File: config.mk
export PLATFORM = sky130hd
export DESIGN_NAME = bw_test_engine
export DESIGN_NICKNAME = d
export VERILOG_FILES = /design/src/rtl/bw_test_engine.sv
export SDC_FILE = /design/constraint.sdc
export NUM_CORES = 1
export LEC_CHECK = 0
export ABC_AREA = 1
export BUFFER_PORTS_ARGS = -buffer_cell sky130_fd_sc_hd__buf_2
export CAP_MARGIN = 40
export CORE_AREA = 2 2 198 200
export DETAILED_ROUTE_END_ITERATION = 7
export DIE_AREA = 0 0 200 202
export PLACE_DENSITY = 0.82
export SYNTH_ARGS = -nofsm -noshare
export SYNTH_HDL_FRONTEND = slang
export SYNTH_SLANG_ARGS = --single-unit
File: constraint.sdc
create_clock -name clk -period 5.6 [get_ports clk]
set_clock_uncertainty 0.1 [all_clocks]
set_input_delay 1.12 -clock clk [delete_from_list [all_inputs] [get_ports clk]]
set_output_delay 1.12 -clock clk [all_outputs]
set_load 0.1 [all_outputs]
File: src/rtl/bw_test_engine.sv
module bw_test_engine #(
  parameter int ADDR_W    = 28,
  parameter int DATA_W    = 128,
  parameter int ADDR_STEP = 8,
  parameter int CNT_W     = 32,
  parameter logic [DATA_W-1:0] PAT_KEY = {(DATA_W/32){32'hA5C3_0F96}}
) (
  input  logic              clk,
  input  logic              rst,
  input  logic              start,
  input  logic              paced_mode,
  input  logic [ADDR_W-1:0] base_addr,
  input  logic [ADDR_W-1:0] end_addr,
  output logic              done,
  output logic [2:0]        mc_cmd,
  output logic [ADDR_W-1:0] mc_addr,
  output logic              mc_cmd_vld,
  input  logic              mc_cmd_rdy,
  output logic [DATA_W-1:0] mc_wr_data,
  output logic              mc_wr_vld,
  output logic              mc_wr_last,
  input  logic              mc_wr_rdy,
  input  logic [DATA_W-1:0] mc_rd_data,
  input  logic              mc_rd_vld,
  output logic [CNT_W-1:0]  wr_cycles,
  output logic [CNT_W-1:0]  rd_cycles,
  output logic [CNT_W-1:0]  wr_cmds,
  output logic [CNT_W-1:0]  rd_cmds,
  output logic [CNT_W-1:0]  err_cnt
);
  localparam int REPS = DATA_W / 32;
  localparam logic [2:0] CMD_WR = 3'b000;
  localparam logic [2:0] CMD_RD = 3'b001;
  localparam logic [ADDR_W-1:0] STEP = ADDR_W'(ADDR_STEP);

  typedef enum logic [2:0] {S_IDLE, S_WR, S_RD, S_DRAIN, S_DONE} st_t;

  st_t               state;
  logic              cvld, dvld, cmd_rd, paced_q;
  logic              wr_go, rd_go, nxt_rd, issue_fin;
  logic [1:0]        pace_cnt;
  logic [ADDR_W-1:0] addr_q, nxt_addr, chk_addr, base_q, end_q;
  logic [CNT_W-1:0]  rx_cnt;

  function automatic logic [DATA_W-1:0] pat(input logic [ADDR_W-1:0] a);
    logic [31:0] w;
    w = 32'(a);
    return {REPS{w}} ^ PAT_KEY;
  endfunction

  wire cmd_fire  = cvld & mc_cmd_rdy;
  wire dat_fire  = dvld & mc_wr_rdy;
  wire slot_done = (cvld | dvld) & (!cvld | mc_cmd_rdy) & (!dvld | mc_wr_rdy);
  wire slot_free = !(cvld | dvld) | slot_done;
  wire pace_ok   = !paced_q | (pace_cnt >= 2'd2 && !cmd_fire);
  wire running   = (state == S_WR) || (state == S_RD);
  wire load      = running && !issue_fin && slot_free && pace_ok;
  wire rd_phase  = (state == S_RD) || (state == S_DRAIN);
  wire last_slot = slot_done && (addr_q == end_q);
  wire [CNT_W-1:0] rx_next = rx_cnt + CNT_W'(mc_rd_vld && rd_phase);

  assign done       = (state == S_DONE);
  assign mc_cmd     = cmd_rd ? CMD_RD : CMD_WR;
  assign mc_addr    = addr_q;
  assign mc_cmd_vld = cvld;
  assign mc_wr_data = pat(addr_q);
  assign mc_wr_vld  = dvld;
  assign mc_wr_last = dvld;

  always_ff @(posedge clk) begin
    if (rst) begin
      state <= S_IDLE;
      cvld <= 1'b0; dvld <= 1'b0; cmd_rd <= 1'b0; paced_q <= 1'b0;
      wr_go <= 1'b0; rd_go <= 1'b0; nxt_rd <= 1'b0; issue_fin <= 1'b0;
      pace_cnt <= 2'd3;
      addr_q <= '0; nxt_addr <= '0; chk_addr <= '0; base_q <= '0; end_q <= '0;
      rx_cnt <= '0;
      wr_cycles <= '0; rd_cycles <= '0; wr_cmds <= '0; rd_cmds <= '0; err_cnt <= '0;
    end else begin
      if (cmd_fire) pace_cnt <= 2'd0;
      else if (pace_cnt != 2'd3) pace_cnt <= pace_cnt + 2'd1;
      if (cmd_fire) cvld <= 1'b0;
      if (dat_fire) dvld <= 1'b0;

      if (load) begin
        cvld   <= 1'b1;
        dvld   <= !nxt_rd;
        addr_q <= nxt_addr;
        cmd_rd <= nxt_rd;
        if (nxt_rd) rd_go <= 1'b1;
        else        wr_go <= 1'b1;
        if (nxt_addr == end_q) begin
          if (nxt_rd) issue_fin <= 1'b1;
          else begin
            nxt_rd   <= 1'b1;
            nxt_addr <= base_q;
          end
        end else begin
          nxt_addr <= nxt_addr + STEP;
        end
      end

      if (cmd_fire && !cmd_rd) wr_cmds <= wr_cmds + 1'b1;
      if (cmd_fire &&  cmd_rd) rd_cmds <= rd_cmds + 1'b1;
      if (state == S_WR && wr_go) wr_cycles <= wr_cycles + 1'b1;
      if (rd_phase && rd_go) rd_cycles <= rd_cycles + 1'b1;

      if (mc_rd_vld && rd_phase) begin
        rx_cnt   <= rx_next;
        chk_addr <= chk_addr + STEP;
        if (mc_rd_data != pat(chk_addr)) err_cnt <= err_cnt + 1'b1;
      end

      case (state)
        S_WR:    if (last_slot && !cmd_rd) state <= S_RD;
        S_RD:    if (last_slot &&  cmd_rd) state <= S_DRAIN;
        S_DRAIN: if (rx_next == rd_cmds) state <= S_DONE;
        default: begin
          if (start) begin
            state <= S_WR;
            paced_q <= paced_mode;
            base_q <= base_addr; end_q <= end_addr;
            nxt_addr <= base_addr; chk_addr <= base_addr;
            nxt_rd <= 1'b0; issue_fin <= 1'b0;
            wr_go <= 1'b0; rd_go <= 1'b0;
            pace_cnt <= 2'd3;
            rx_cnt <= '0;
            wr_cycles <= '0; rd_cycles <= '0; wr_cmds <= '0; rd_cmds <= '0; err_cnt <= '0;
          end
        end
      endcase
    end
  end

  p_hold_cmd_r3: assert property (@(posedge clk) disable iff (rst)
    (mc_cmd_vld && !mc_cmd_rdy) |=> (mc_cmd_vld && $stable(mc_addr) && $stable(mc_cmd)));

  p_hold_data_r3: assert property (@(posedge clk) disable iff (rst)
    (mc_wr_vld && !mc_wr_rdy) |=> (mc_wr_vld && $stable(mc_wr_data)));

  p_pace_gap_r4: assert property (@(posedge clk) disable iff (rst)
    (paced_q && mc_cmd_vld && mc_cmd_rdy) |=>
      !(mc_cmd_vld && mc_cmd_rdy) ##1 !(mc_cmd_vld && mc_cmd_rdy) ##1 !(mc_cmd_vld && mc_cmd_rdy));

  p_b2b_next_r5: assert property (@(posedge clk) disable iff (rst)
    (!paced_q && mc_cmd_vld && mc_cmd_rdy && mc_cmd == CMD_RD && mc_addr != end_q) |=> mc_cmd_vld);

  p_read_after_writes_r1: assert property (@(posedge clk) disable iff (rst)
    (mc_cmd_vld && mc_cmd == CMD_RD) |-> (state != S_WR && wr_cmds != '0));

  p_done_complete_r10: assert property (@(posedge clk) disable iff (rst)
    done |-> (rx_cnt == rd_cmds && rd_cmds == wr_cmds));
endmodule

### After elaboration in Yosys (flattened, before gate mapping)

Cells that the tools add are included.

| word-level totals | value |
|---|---|
| bits in registers | 345 |
| input port bits | 191 |
| output and inout port bits | 323 |

| cells by class | value |
|---|---|
| add/sub/neg operators | 9 |
| $lt $le $gt $ge | 1 |
| equality and inequality tests | 12 |
| muxes and demuxes | 58 |
| bitwise logic cells | 12 |
| reduce and logical (&&, ||, !) cells | 28 |

Operators by type and width:

| kind | number |
|---|---|
| two-way mux 32 bit | 19 |
| two-way mux 28 bit | 8 |
| adder 32 x 1 -> 32 bit (second input constant) | 5 |
| != test 128 bit | 1 |
| inverter 62 -> 64 bit | 2 |
| adder 28 x 4 -> 28 bit (second input constant) | 2 |
| == test 28 bit | 2 |
| adder 32 x 1 -> 32 bit | 1 |
| == test 32 bit | 1 |
| two-way mux 1 bit | 22 |
| logical AND 1 bit | 12 |
| two-way mux 3 bit | 4 |
| case mux 3 bit (3 select lines) | 1 |
| zero test 1 bit | 8 |
| two-way mux 2 bit | 4 |
| == test 3 x 2 -> 1 bit (second input constant) | 2 |
| != test 2 x 1 -> 1 bit (second input constant) | 3 |
| bitwise OR 1 bit | 5 |
| bitwise AND 1 bit | 4 |
| AND reduction 4 bit | 1 |
| nonzero test 2 bit | 2 |
| nonzero test 4 bit | 1 |
| == test 3 x 1 -> 1 bit (second input constant) | 1 |
| == test 3 bit (second input constant) | 1 |
| other kinds (7) | 8 |

### Logic depth before layout (Yosys ltp)

| logic depth | value |
|---|---|
| word-level depth | 10 |
| mapped depth | 23 |
| gate-level depth less buffers | 21 |

### Worst setup path before layout

Ideal clock, no wire load.

| timing | value |
|---|---|
| kind | input port to flip-flop |
| start | input mc_rd_vld |
| end | register state[1] |
| data arrival time | 3.633 ns |
| data required time | 5.385 ns |
| slack | 1.752 ns |
| stages on the path | 22 |
| path buffers | 2 |
| path through | inv_1 > nor2_8 > buf_1 > clkbuf_1 > ha_1 > nand2_1 > nor2_4 > nand2_1 > nor2_4 > nand2_1 > nand2_1 > nand2_1 > nand2_1 > nand2_1 > nor2_1 > nand2_1 > nor2_1 > nand3_1 > nand2_2 > nand3_1 > nand2_1 > nor2_1 |

| between the ends | value |
|---|---|
| word-level cells in the longest chain between the ends | 5 |

RTL lines:

| element | RTL line | RTL |
|---|---|---|
| from (decl) | 24 | `input logic mc_rd_vld,` |
| logical AND 1 bit | 60 | `wire [CNT_W-1:0] rx_next = rx_cnt + CNT_W'(mc_rd_vld && rd_phase);` |
| adder 32 x 1 -> 32 bit | 60 |  |
| == test 32 bit | 117 | `S_DRAIN: if (rx_next == rd_cmds) state <= S_DONE;` |
| != test 2 x 1 -> 1 bit (no source line) | - |  |
| AND reduction 4 bit (no source line) | - |  |
| to (signal assigned) | 116 | `S_RD: if (last_slot && cmd_rd) state <= S_DRAIN;` |
| to (signal assigned) | 117 |  |
| to (signal assigned) | 120 | `state <= S_WR;` |
| to (decl) | 38 | `st_t state;` |

Every way passes these cells.
A chain may end at the register's enable or synchronous reset.

### Worst setup path in the final report

| timing | value |
|---|---|
| start | input mc_rd_vld |
| end | register chk_addr[25] |

| between the ends | value |
|---|---|
| word-level cells in the longest chain between the ends | 4 |

RTL lines:

| element | RTL line | RTL |
|---|---|---|
| logical AND 1 bit * | 108 | `if (mc_rd_vld && rd_phase) begin` |
| two-way mux 28 bit * | 108 |  |
| two-way mux 28 bit | 119 | `if (start) begin` |
| two-way mux 28 bit * | 114 | `case (state)` |
| to (signal assigned) | 110 | `chk_addr <= chk_addr + STEP;` |
| to (signal assigned) | 123 | `nxt_addr <= base_addr; chk_addr <= base_addr;` |
| to (decl) | 42 | `logic [ADDR_W-1:0] addr_q, nxt_addr, chk_addr, base_q, end_q;` |

Every way passes the cells marked *; elsewhere a longest branch is shown, timed or not.

==> impl_metrics.prom <==
# TYPE chip_impl_metric gauge
chip_impl_metric{name="clk_pin_slew_worst_paths",unit="ns"} 0.06
chip_impl_metric{name="hold_viol",unit=""} 0
chip_impl_info{name="synth_top_family_by_area",value="simple AND/OR/NAND/NOR gates"} 1
chip_impl_metric{name="postRouteWirelength",unit="um"} 66340
chip_impl_metric{name="buffer_ports.inserted",unit=""} 495
chip_impl_metric{name="crit_fanout",unit=""} 93
chip_impl_info{name="critPathCaptureType",value="flop"} 1
chip_impl_metric{name="remaining_drc_errors",unit=""} 0
chip_impl_metric{name="power_density",unit="mW/mm^2"} 534.8
chip_impl_metric{name="max_slew.worst_pin.slew",unit="ns"} 0.9352
chip_impl_metric{name="yosys.cell_types.count",unit=""} 62
chip_impl_metric{name="tritoncts.num_buffers",unit=""} 39
chip_impl_metric{name="max_cap_viol_count",unit=""} 0
chip_impl_info{name="synthMostInstantiatedCell",value="sky130_fd_sc_hd__nand2_1"} 1
chip_impl_metric{name="globalplace.congestion",unit=""} 0.9854
chip_impl_info{name="primary_ff_master_synth",value="sky130_fd_sc_hd__dfxtp_1"} 1
chip_impl_metric{name="timing.final.crit_share",unit=""} 0.6064
chip_impl_metric{name="synth-seq-area-share",unit=""} 0.3274
chip_impl_metric{name="total_congestion_overflow",unit=""} 0
chip_impl_metric{name="fraction_of_layout_instances_using_a_drive_strength_above_1",unit=""} 0.1843
chip_impl_metric{name="antenna_found_initial",unit=""} 6
chip_impl_info{name="hold-path-endpoint",value="base_q[27]$_SDFFE_PP0P_"} 1
chip_impl_metric{name="max-clock-path-buffers",unit=""} 3
chip_impl_metric{name="final.min_clock_period",unit="ns"} 3.396
chip_impl_metric{name="first_pass_iters",unit=""} 6
chip_impl_info{name="yosys-top-cells-area",value="sky130_fd_sc_hd__dfxtp_1 (33%), sky130_fd_sc_hd__nand2_1 (12%), sky130_fd_sc_hd__nor2_1 (6.5%)"} 1
chip_impl_info{name="tritoncts",value="built"} 1
chip_impl_metric{name="finish.utilization",unit=""} 0.6345
chip_impl_metric{name="p_int",unit="mW"} 5.491
chip_impl_info{name="min_delay_worst_type",value="flop to flop"} 1
chip_impl_metric{name="simple_gate_share_of_the_synthesized_area",unit=""} 0.3200
chip_impl_metric{name="switching_power",unit="mW"} 7.501
chip_impl_metric{name="report.final.slew_viol_count",unit=""} 0
chip_impl_info{name="worst_setup_path_start_kind",value="input port"} 1
chip_impl_metric{name="number_of_enable_type_register_cells_in_the_synthesized_netlist",unit=""} 0
chip_impl_metric{name="critical_path_required",unit="ns"} 5.97
chip_impl_info{name="criticalPathCategory",value="input port to flop"} 1
chip_impl_metric{name="number_of_vias_per_cell_after_detailed_routing",unit=""} 5.342
chip_impl_info{name="rsz0062_at_grt",value="false"} 1
chip_impl_metric{name="worst_hold_margin",unit="ns"} 0.3492
chip_impl_info{name="timing.rr.start",value="state[1]$_SDFFE_PP0P_"} 1
chip_impl_metric{name="cts_post_setup_buffers_inserted",unit=""} 0
chip_impl_metric{name="grt_first_pass_wirelength",unit="um"} 102400
chip_impl_metric{name="peakVddDrop",unit="V"} 0.001139
chip_impl_metric{name="maxClockFrequency",unit="MHz"} 294.5
chip_impl_metric{name="final.setup.tns",unit="ns"} 0
chip_impl_metric{name="placement_rows",unit=""} 72
chip_impl_metric{name="area_inside_the_core_boundary",unit="mm^2"} 0.03829
chip_impl_metric{name="worst_skew_pair.late_latency",unit="ns"} 0.56
chip_impl_metric{name="synthesis.yosys.warnings",unit=""} 0
chip_impl_metric{name="die_width",unit="um"} 200
chip_impl_metric{name="setup.reg_to_reg.worst_slack",unit="ns"} 2.26
chip_impl_info{name="worst_hold_startpoint",value="base_q[27]$_SDFFE_PP0P_"} 1
chip_impl_info{name="synth_top_cell_by_area",value="sky130_fd_sc_hd__dfxtp_1"} 1
chip_impl_metric{name="drtAntennaViolNets",unit=""} 0
chip_impl_metric{name="timing.critical_path.arrival",unit="ns"} 3.77
chip_impl_metric{name="ios",unit=""} 514
chip_impl_metric{name="netlist_instances",unit=""} 3183
chip_impl_metric{name="seqPwrFrac",unit=""} 0.267
chip_impl_metric{name="ys_ff_latch",unit=""} 345
chip_impl_metric{name="cts.htree.levels",unit=""} 2
chip_impl_metric{name="async_flop_share",unit=""} 0
chip_impl_metric{name="post_synth_xor_area_fraction",unit=""} 0.08719
chip_impl_metric{name="r2r_cells",unit=""} 11
chip_impl_metric{name="dp_hpwl",unit="um"} 50150
chip_impl_info{name="crit_path_cell_chain",value="buf_2 > inv_1 > nor2_8 > buf_4 > nand3_2 > nor4_4 > nand3_1 > nor2_1 > nand2_1 > nor2_1 > or2_2 > nand3_1 > o21ai_1"} 1
chip_impl_metric{name="synth.area.mux_share",unit=""} 0.001424
chip_impl_metric{name="max_slew_margin",unit=""} 0.3765
chip_impl_metric{name="combinational_share_of_power",unit=""} 0.537
chip_impl_metric{name="overall_die_area",unit="mm^2"} 0.04040
chip_impl_metric{name="synth.top_cell.area_share",unit=""} 0.3274
chip_impl_metric{name="syn_area_per_cell",unit="um^2"} 6.627
chip_impl_metric{name="avgRoutedWirePerCell",unit="um"} 16.33
chip_impl_metric{name="clkPwrFrac",unit=""} 0.196
chip_impl_info{name="yosys-top-cells-count",value="sky130_fd_sc_hd__nand2_1 (693), sky130_fd_sc_hd__nor2_1 (363), sky130_fd_sc_hd__dfxtp_1 (345), sky130_fd_sc_hd__inv_1 (337), sky130_fd_sc_hd__o21ai_0 (269)"} 1
chip_impl_metric{name="critPathMaxStageDelay",unit="ns"} 0.75
chip_impl_metric{name="p_leak",unit="nW"} 10.64
chip_impl_info{name="cts_root_buf",value="sky130_fd_sc_hd__clkbuf_16"} 1
chip_impl_metric{name="sw_frac_of_total",unit=""} 0.5774
chip_impl_metric{name="cts_num_sinks",unit=""} 345
chip_impl_metric{name="detailroute.via_count",unit=""} 21693
chip_impl_metric{name="track_usage",unit=""} 0.3173
chip_impl_metric{name="synth-compound-area-share",unit=""} 0.1297
chip_impl_metric{name="finish.net_count",unit=""} 3708
chip_impl_metric{name="die_h",unit="um"} 202
chip_impl_metric{name="detail_route.iter0.violations",unit=""} 1574
chip_impl_info{name="timing.critical_path.slowest_stage_cell",value="sky130_fd_sc_hd__buf_4"} 1
chip_impl_metric{name="cts.hold.buffers_added",unit=""} 0
chip_impl_metric{name="min_path_cells",unit=""} 2
chip_impl_info{name="worst_r2r_endpoint",value="wr_cmds[9]$_SDFF_PP0_"} 1
chip_impl_info{name="run_status",value="completed"} 1
chip_impl_metric{name="number_of_global_route_vias_before_repair",unit=""} 19485
chip_impl_metric{name="grt_max_degree",unit=""} 94
chip_impl_metric{name="cts_resized",unit=""} 0
chip_impl_metric{name="floorplan.initialDensity",unit=""} 0.5509
chip_impl_metric{name="yosys.area_share.adder",unit=""} 0.005338
chip_impl_metric{name="final-setup-viol-count",unit=""} 0
chip_impl_metric{name="syn_to_final_growth",unit="%"} 15.17
chip_impl_metric{name="synthesis.area",unit="mm^2"} 0.02109
## cell families (layout without fill, tap and decap cells)
logic type      Yosys count  in the layout
other cells               2             23
flops                   345            345
compound gates          503            503
buf+inv                 589            928
fa+ha+maj                 9              9
xor+xnor                210            210
simple gates           1522           1522
mux                       3              3
## critical path: cells and delay by family
family | cells | cell delay, ns
and+or+nand+nor | 9 | 1.51
AOI/OAI and AO/OA | 1 | 0.12
buffers and inverters | 3 | 0.98
## per-layer routing
layer	GRT usage	part of all wire
met1	0.4090	0.42
met2	0.5188	0.46
met3	0.05940	0.078
met4	0.1333	0.040
met5	0	0.00015
## power groups by stage
stage,combinational [mW],clock [mW],sequential [mW]
final,6.98,2.54,3.47
after global routing,7.32,2.68,3.52
after CTS,6.97,2.59,3.45
after detailed placement,6.95,0,3.50
after global placement,6.89,0,3.50
after floorplan,5.55,0,4.18
## state kept, by name, summed over array words and instances (netlist names), 28 cells and up
name	count
base_q	28
rd_cmds	32
err_cnt	32
mc_addr	28
wr_cycles	32
chk_addr	28
rx_cnt	32
rd_cycles	32
nxt_addr	28
end_q	28
wr_cmds	32
## layout make-up
type,count,area [um^2]
multi-input cells,2265,11550
inverters,349,1313
diodes,5,12.51
fillers,3635,13990
clock inverters,11,136.4
flip-flops and latches,345,6907
well taps,518,648.1
clock buffers,60,1115
repair buffers,508,2608
## worst max path at each step
stage               slack, ns                       to  cells past startpoint  startpoint
finish                   2.20  chk_addr[25]$_SDFF_PP0_                     13   mc_rd_vld
CTS                      2.24  chk_addr[25]$_SDFF_PP0_                     13   mc_rd_vld
detailed placement       1.67  chk_addr[25]$_SDFF_PP0_                     13   mc_rd_vld
global route             1.93  chk_addr[25]$_SDFF_PP0_                     13   mc_rd_vld
global placement         1.73  chk_addr[25]$_SDFF_PP0_                     13   mc_rd_vld
floorplan                1.75    state[1]$_SDFFE_PP0P_                     22   mc_rd_vld
## placed cells by master (no fill, tap or decap), drive strengths merged, types with 3 or more instances in the layout
| cell type | instances |
|---|---|
| a211oi | 11 |
| a21oi | 149 |
| a221oi | 3 |
| a31oi | 3 |
| buf | 508 |
| clkbuf | 60 |
| clkinv | 9 |
| conb | 18 |
| dfxtp | 345 |
| diode | 5 |
| ha | 9 |
| inv | 347 |
| mux2i | 3 |
| nand2 | 707 |
| nand3 | 215 |
| nand3b | 9 |
| nand4 | 58 |
| nor2 | 388 |
| nor3 | 91 |
| nor3b | 6 |
| nor4 | 29 |
| o2111ai | 3 |
| o211ai | 22 |
| o21a | 14 |
| o21ai | 272 |
| o221a | 3 |
| o22ai | 9 |
| o31ai | 5 |
| or2 | 14 |
| xnor2 | 94 |
| xor2 | 116 |
## stage by stage
step	setup WS [ns]	instances	area (um^2)	power [mW]
global placement	1.726	3984	23000	10.38
CTS	2.235	4056	24280	13.01
global route	1.928	4061	24290	13.52
detailed placement	1.673	3985	23030	10.46
finish	2.204	4061	24290	12.99
floorplan	1.752	3199	21150	9.733
(Power assumes the default switching activity.)
